`config.mk`:
```
export PLATFORM = sky130hd
export DESIGN_NAME = useq_next_pc
export DESIGN_NICKNAME = d
export VERILOG_FILES = /design/src/rtl/useq_pkg.sv /design/src/rtl/useq_cond_stage.sv /design/src/rtl/useq_target_gen.sv /design/src/rtl/useq_pc_select.sv /design/src/rtl/useq_next_pc.sv
export SDC_FILE = /design/constraint.sdc
export NUM_CORES = 1
export LEC_CHECK = 0
export BUFFER_PORTS_ARGS = -buffer_cell sky130_fd_sc_hd__buf_2
export CAP_MARGIN = 20
export CORE_MARGIN = 2
export CORE_UTILIZATION = 40
export CTS_CLUSTER_SIZE = 12
export DETAILED_ROUTE_END_ITERATION = 8
export HOLD_SLACK_MARGIN = 0.06
export PLACE_DENSITY_LB_ADDON = 0.2
export SETUP_SLACK_MARGIN = 0.1
export SYNTH_ARGS = -nofsm -noshare
export SYNTH_HDL_FRONTEND = slang
export SYNTH_SLANG_ARGS = --single-unit
```
`constraint.sdc`:
```
create_clock -name clk -period 2.45 [get_ports clk]
set_input_delay 0.245 -clock clk [delete_from_list [all_inputs] [get_ports clk]]
set_output_delay 0.245 -clock clk [all_outputs]
set_load 0.02 [all_outputs]
```
`src/rtl/useq_pkg.sv`:
```
package useq_pkg;

    typedef enum logic [1:0] {
        NPC_INSTR  = 2'd0,
        NPC_ALUOUT = 2'd1,
        NPC_RETPC  = 2'd2,
        NPC_SEQ    = 2'd3
    } npc_sel_e;

    typedef enum logic [2:0] {
        CAT_ALU   = 3'd0,
        CAT_ALUI  = 3'd1,
        CAT_LOADI = 3'd2,
        CAT_ADDR  = 3'd3,
        CAT_ALUX  = 3'd4,
        CAT_ALUIX = 3'd5,
        CAT_RSV6  = 3'd6,
        CAT_RSV7  = 3'd7
    } cat_e;

    typedef enum logic [2:0] {
        CND_INDIR  = 3'd0,
        CND_ALWAYS = 3'd1,
        CND_CY     = 3'd2,
        CND_NCY    = 3'd3,
        CND_ZR     = 3'd4,
        CND_NZR    = 3'd5,
        CND_CYZ    = 3'd6,
        CND_NCYZ   = 3'd7
    } cond_e;

    typedef enum logic [2:0] {
        COP_NOP      = 3'd0,
        COP_OPEN     = 3'd1,
        COP_TOPEN    = 3'd2,
        COP_SPARE    = 3'd3,
        COP_CALL     = 3'd4,
        COP_OPENCALL = 3'd5,
        COP_TCALL    = 3'd6,
        COP_RETURN   = 3'd7
    } callop_e;

    typedef enum logic [1:0] {
        FORM_FULL  = 2'd0,
        FORM_PAGE  = 2'd1,
        FORM_CALL0 = 2'd2,
        FORM_NONE  = 2'd3
    } form_e;

    typedef struct packed {
        logic cy;
        logic zr;
        logic indir;
    } flags_t;

    function automatic logic cond_holds(cond_e code, flags_t f);
        logic r;
        case (code)
            CND_INDIR:  r = f.indir;
            CND_ALWAYS: r = 1'b1;
            CND_CY:     r = f.cy;
            CND_NCY:    r = ~f.cy;
            CND_ZR:     r = f.zr;
            CND_NZR:    r = ~f.zr;
            CND_CYZ:    r = f.cy | f.zr;
            default:    r = ~(f.cy | f.zr);
        endcase
        return r;
    endfunction

    function automatic logic is_call_op(callop_e op);
        return (op == COP_CALL) || (op == COP_OPENCALL) || (op == COP_TCALL);
    endfunction

    function automatic form_e pick_form(cat_e c, callop_e op);
        form_e f;
        case (c)
            CAT_ADDR:          f = FORM_FULL;
            CAT_ALU, CAT_ALUX: f = is_call_op(op) ? FORM_CALL0 : FORM_PAGE;
            default:           f = FORM_NONE;
        endcase
        return f;
    endfunction

endpackage

```
`src/rtl/useq_cond_stage.sv`:
```
module useq_cond_stage
    import useq_pkg::*;
(
    input  logic   clk,
    input  logic   rst,
    input  logic   stall,
    input  cond_e  jcond_i,
    input  flags_t flags_i,
    output logic   take_o
);
    cond_e held_q;

    always_ff @(posedge clk) begin
        if (rst) begin
            held_q <= CND_ALWAYS;
        end else if (!stall) begin
            held_q <= jcond_i;
        end
    end

    always_comb begin
        take_o = cond_holds(held_q, flags_i);
    end
endmodule

```
`src/rtl/useq_target_gen.sv`:
```
module useq_target_gen
    import useq_pkg::*;
#(
    parameter int PC_W    = 23,
    parameter int PAGE_W  = 12,
    parameter int CALL_LO = 4
) (
    input  cat_e            cat_i,
    input  callop_e         cop_i,
    input  logic [PC_W-1:0] addr_i,
    input  logic [PC_W-1:0] pc_i,
    output logic [PC_W-1:0] target_o,
    output logic            no_addr_o
);
    form_e form;

    always_comb begin
        form      = pick_form(cat_i, cop_i);
        no_addr_o = (form == FORM_NONE);
        target_o  = '0;
        case (form)
            FORM_FULL: begin
                target_o = addr_i;
            end
            FORM_PAGE: begin
                target_o[PC_W-1:PAGE_W] = pc_i[PC_W-1:PAGE_W];
                target_o[PAGE_W-1:0]    = addr_i[PAGE_W-1:0];
            end
            FORM_CALL0: begin
                target_o[PAGE_W-1:CALL_LO] = addr_i[PAGE_W-1:CALL_LO];
            end
            default: begin
                target_o = '0;
            end
        endcase
    end
endmodule

```
`src/rtl/useq_pc_select.sv`:
```
module useq_pc_select
    import useq_pkg::*;
#(
    parameter int PC_W = 23
) (
    input  npc_sel_e        sel_i,
    input  callop_e         cop_i,
    input  logic            take_i,
    input  logic            no_addr_i,
    input  logic [PC_W-1:0] target_i,
    input  logic [PC_W-1:0] alu_i,
    input  logic [PC_W-1:0] ret_i,
    input  logic [PC_W-1:0] pc_i,
    output logic [PC_W-1:0] next_o,
    output logic            illegal_o
);
    localparam logic [PC_W-1:0] PC_STEP = PC_W'(1);

    logic [PC_W-1:0] seq_pc;
    logic            bad_ret;
    logic            bad_instr;

    always_comb begin
        seq_pc    = pc_i + PC_STEP;
        bad_ret   = (sel_i == NPC_RETPC) && (cop_i != COP_RETURN);
        bad_instr = (sel_i == NPC_INSTR) && no_addr_i;
        illegal_o = bad_ret | bad_instr;
        if (!take_i || illegal_o) begin
            next_o = seq_pc;
        end else begin
            case (sel_i)
                NPC_INSTR:  next_o = target_i;
                NPC_ALUOUT: next_o = alu_i;
                NPC_RETPC:  next_o = ret_i;
                default:    next_o = seq_pc;
            endcase
        end
    end
endmodule

```
`src/rtl/useq_next_pc.sv`:
```
module useq_next_pc
    import useq_pkg::*;
#(
    parameter int PC_W    = 23,
    parameter int PAGE_W  = 12,
    parameter int CALL_LO = 4
) (
    input  logic            clk,
    input  logic            rst,
    input  logic            stall,
    input  logic [2:0]      cat,
    input  logic [1:0]      npc_sel,
    input  logic [2:0]      jcond,
    input  logic [2:0]      call_op,
    input  logic [PC_W-1:0] addr_field,
    input  logic [PC_W-1:0] alu_out,
    input  logic [PC_W-1:0] ret_pc,
    input  logic            flag_c,
    input  logic            flag_z,
    input  logic            jindir,
    output logic [PC_W-1:0] pc,
    output logic            illegal
);
    flags_t          flags;
    logic            cond_take;
    logic            no_addr;
    logic [PC_W-1:0] target;
    logic [PC_W-1:0] next_pc;
    logic [PC_W-1:0] pc_q;

    always_comb begin
        flags.cy    = flag_c;
        flags.zr    = flag_z;
        flags.indir = jindir;
    end

    useq_cond_stage u_cond (
        .clk     (clk),
        .rst     (rst),
        .stall   (stall),
        .jcond_i (cond_e'(jcond)),
        .flags_i (flags),
        .take_o  (cond_take)
    );

    useq_target_gen #(
        .PC_W    (PC_W),
        .PAGE_W  (PAGE_W),
        .CALL_LO (CALL_LO)
    ) u_tgt (
        .cat_i     (cat_e'(cat)),
        .cop_i     (callop_e'(call_op)),
        .addr_i    (addr_field),
        .pc_i      (pc_q),
        .target_o  (target),
        .no_addr_o (no_addr)
    );

    useq_pc_select #(
        .PC_W (PC_W)
    ) u_sel (
        .sel_i     (npc_sel_e'(npc_sel)),
        .cop_i     (callop_e'(call_op)),
        .take_i    (cond_take),
        .no_addr_i (no_addr),
        .target_i  (target),
        .alu_i     (alu_out),
        .ret_i     (ret_pc),
        .pc_i      (pc_q),
        .next_o    (next_pc),
        .illegal_o (illegal)
    );

    always_ff @(posedge clk) begin
        if (rst) begin
            pc_q <= '0;
        end else if (!stall) begin
            pc_q <= next_pc;
        end
    end

    assign pc = pc_q;
endmodule

```
==> flow_metrics.py <==
metrics = {
    "outcome": {
        "status": "finished, final reports clean",
    },
    "sta": {
        "maxSlewHeadroom_pct": 61.2,
        "setup_viol": 0,
        "rsz0062_at_grt": "false",
        "drv_slew": 0,
        "period_minus_slack_ns": 2.06,
        "setup-tns-final_ns": 0,
        "fmax_ghz": 0.485,
        "finalClockSkew_ns": 0.00608,
        "final_hold_viol_count": 0,
        "fin_crit_sh_pct": 84.1,
        "worstMarginPinSlew_ns": 0.578,
        "fin_ws_ns": 0.389,
    },
    "synth": {
        "synthesis.nets": 400,
        "synth.area.top_cells": "dfxtp_1 (22%), mux2i_1 (7.6%), a21oi_1 (7.0%)",
        "ys.warnings.count": 0,
        "ys_ff_latch": 26,
        "yosysTopAreaCell": "dfxtp_1",
        "synthArstFlopShare_pct": 0,
        "synthCells": 313,
        "synth_edf_count": 0,
        "ys.flop_type": "dfxtp_1",
        "yosysMostFrequentCell": "a21oi_1",
        "yosys.area.top_type_share_pct": 22.0,
        "yosysSeqAreaShare_pct": 22.0,
        "syn_area_um2": 2360,
        "synth.avg_cell_area_um2": 7.55,
        "synth_cell_type_count": 59,
        "synth_common_cells": "a21oi_1 (33), dfxtp_1 (26), nand2_1 (26)",
    },
    "routing": {
        "drc": 0,
        "first_pass_iters": 5,
        "totalWireLength_mm": 7.30,
        "via_per_inst": 5.78,
        "vias": 2782,
        "drtAntennaViolNets": 0,
        "drt_iter0_drc": 122,
        "wl_per_cell_um": 15.2,
    },
    "layout": {
        "drive_gt1_share_pct": 32.5,
        "fillCellCount": 568,
        "finalNetCount": 497,
        "syn_to_final_growth_pct": 26.6,
        "n_antenna_cell": 0,
    },
    "floorplanning": {
        "pin_count": 110,
        "coreArea_um2": 5610,
        "start_util_pct": 42.1,
        "die_area_um2": 6540,
        "die_w_um": 80.9,
        "fp.dieH_um": 80.9,
        "num_rows": 27,
    },
    "critical_path": {
        "crit_fanout": 10,
        "cp-start-kind": "flip-flop",
        "path_class": "reg -> reg",
        "end_kind": "flip-flop",
        "cp.required_ns": 2.63,
        "arrival_ns": 2.24,
    },
    "pwr": {
        "ir_worst_vdd_v": 0.000268,
        "p_per_area_nw_per_um2": 416,
        "p_leak_nw": 1.34,
    },
    "clock_tree": {
        "cts_resized": 0,
        "hold_buffers": 0,
        "post-cts-setup-buffers": 0,
        "cts-root-buf": "clkbuf_8",
        "clkLatencyLatePin_ns": 0.27,
        "cts_tree": "built",
        "htreeDepth": 1,
        "clkSinkCount": 26,
        "clkTransAtPathRegs_ns": 0.09,
        "cts_buffers": 3,
        "ctsLongestPathBuffers": 2,
    },
    "place": {
        "gp_congestion": 0.845,
        "post-dp-hpwl_mm": 5.72,
        "dp_slack_ns": 0.436,
        "io_buffer_count": 109,
    },
    "global_routing": {
        "antenna_found_initial": 0,
        "grt_pass1_wl_mm": 11.7,
        "grt_usage_pct": 22.3,
        "grt_pass1_vias": 2609,
        "grt_max_degree": 38,
        "globalRouteOverflowTotal": 0,
    },
    "job": {
        "cap_violations": 0,
    },
    "worst_hold_path": {
        "hp-class": "in -> reg",
    },
}
==> critical path, cell delays in order, from the launching register on <==
cell       delay, ns
dfxtp_1         0.34
or3b_4          0.41
a21oi_4         0.22
o221a_1         0.52
o21ai_2         0.13
a2111oi_2       0.35
==> power by group <==
group	leakage (nW)	internal [W]	switching, W
combinational	1.10	0.000181	0.000220
clock	0.0357	0.000219	0.000142
sequential	0.212	0.000449	0.0000351
total	1.34	0.000849	0.000397
==> layout make-up <==
class,instances,area (µm²),share of cell area (%)
sequential,26,520,17.4
clock buffer,3,41.3,1.38
timing repair buffer,116,611,20.4
tap,72,90.1,3.01
multi-input combinational,244,1630,54.4
inverter,19,71.3,2.38
clock inverter,1,30.0,1.00
==> placed cells by master (no fill, tap or decap), types with 3 or more instances in the layout <==
cell type | netlist | routed
nor3_1 | 3 | 3
and4_1 | 7 | 7
a221o_1 | 3 | 3
and3_1 | 7 | 7
nor2_1 | 17 | 17
buf_4 | 1 | 6
o32ai_1 | 12 | 12
nor2b_1 | 5 | 5
a22oi_1 | 3 | 3
o21ai_0 | 24 | 24
buf_2 | 4 | 109
clkbuf_8 | 0 | 3
a221oi_1 | 11 | 11
inv_1 | 18 | 18
mux2i_1 | 18 | 18
nand4_1 | 6 | 6
a2bb2oi_1 | 6 | 6
nand2_1 | 26 | 26
nand3_1 | 12 | 12
nand2b_1 | 11 | 11
dfxtp_1 | 26 | 26
a21oi_1 | 33 | 33
==> metrics by stage <==
stage / total power, W / hold WS [ns] / instance area, µm² / util, % / std cells
after global routing: 0.00132 / 0.191 / 2990 / 53.4 / 481
after CTS: 0.00126 / 0.176 / 2990 / 53.4 / 481
after floorplan: 0.000753 / 0.370 / 2360 / - / 313
final: 0.00125 / 0.180 / 2990 / 53.4 / 481
after detailed placement: 0.000894 / 0.464 / 2920 / 52.1 / 477
after global placement: 0.000890 / 0.458 / 2920 / 52.1 / 477
==> flip-flops by register name, indices dropped and copies added, names as in the netlist <==
name,cells
pc,23
u_cond.held_q,3
==> path summary, 6_finish.rpt <==
check,from,end,slack [ns],depth (start not counted)
min reg2reg,pc[19],pc[19],0.51,2
max reg2reg,u_cond.held_q[1],pc[3],0.39,5
min,jcond[0],u_cond.held_q[0],0.18,3
max,u_cond.held_q[1],pc[3],0.39,5
==> routing by layer <==
metal / wire length [µm] / GRT usage [%] / vias to the layer above
met5: 0 / 0 / -
met2: 3620 / 40.7 / 102
met4: 216 / 8.14 / 0
met3: 421 / 3.22 / 16
met1: 3040 / 26.5 / 1283
li1: - / - / 1381
==> cell families (layout without fill, tap and decap cells) <==
logic type | after synthesis | in the layout | share of synthesized area (%)
compound gates | 117 | 117 | 35.6
simple gates | 106 | 106 | 24.2
buf+inv | 43 | 139 | 9.05
flops | 26 | 26 | 22.0
mux | 20 | 20 | 8.58
fa+ha+maj | 1 | 1 | 0.529
Note: power is estimated with default switching activity, not from simulation.
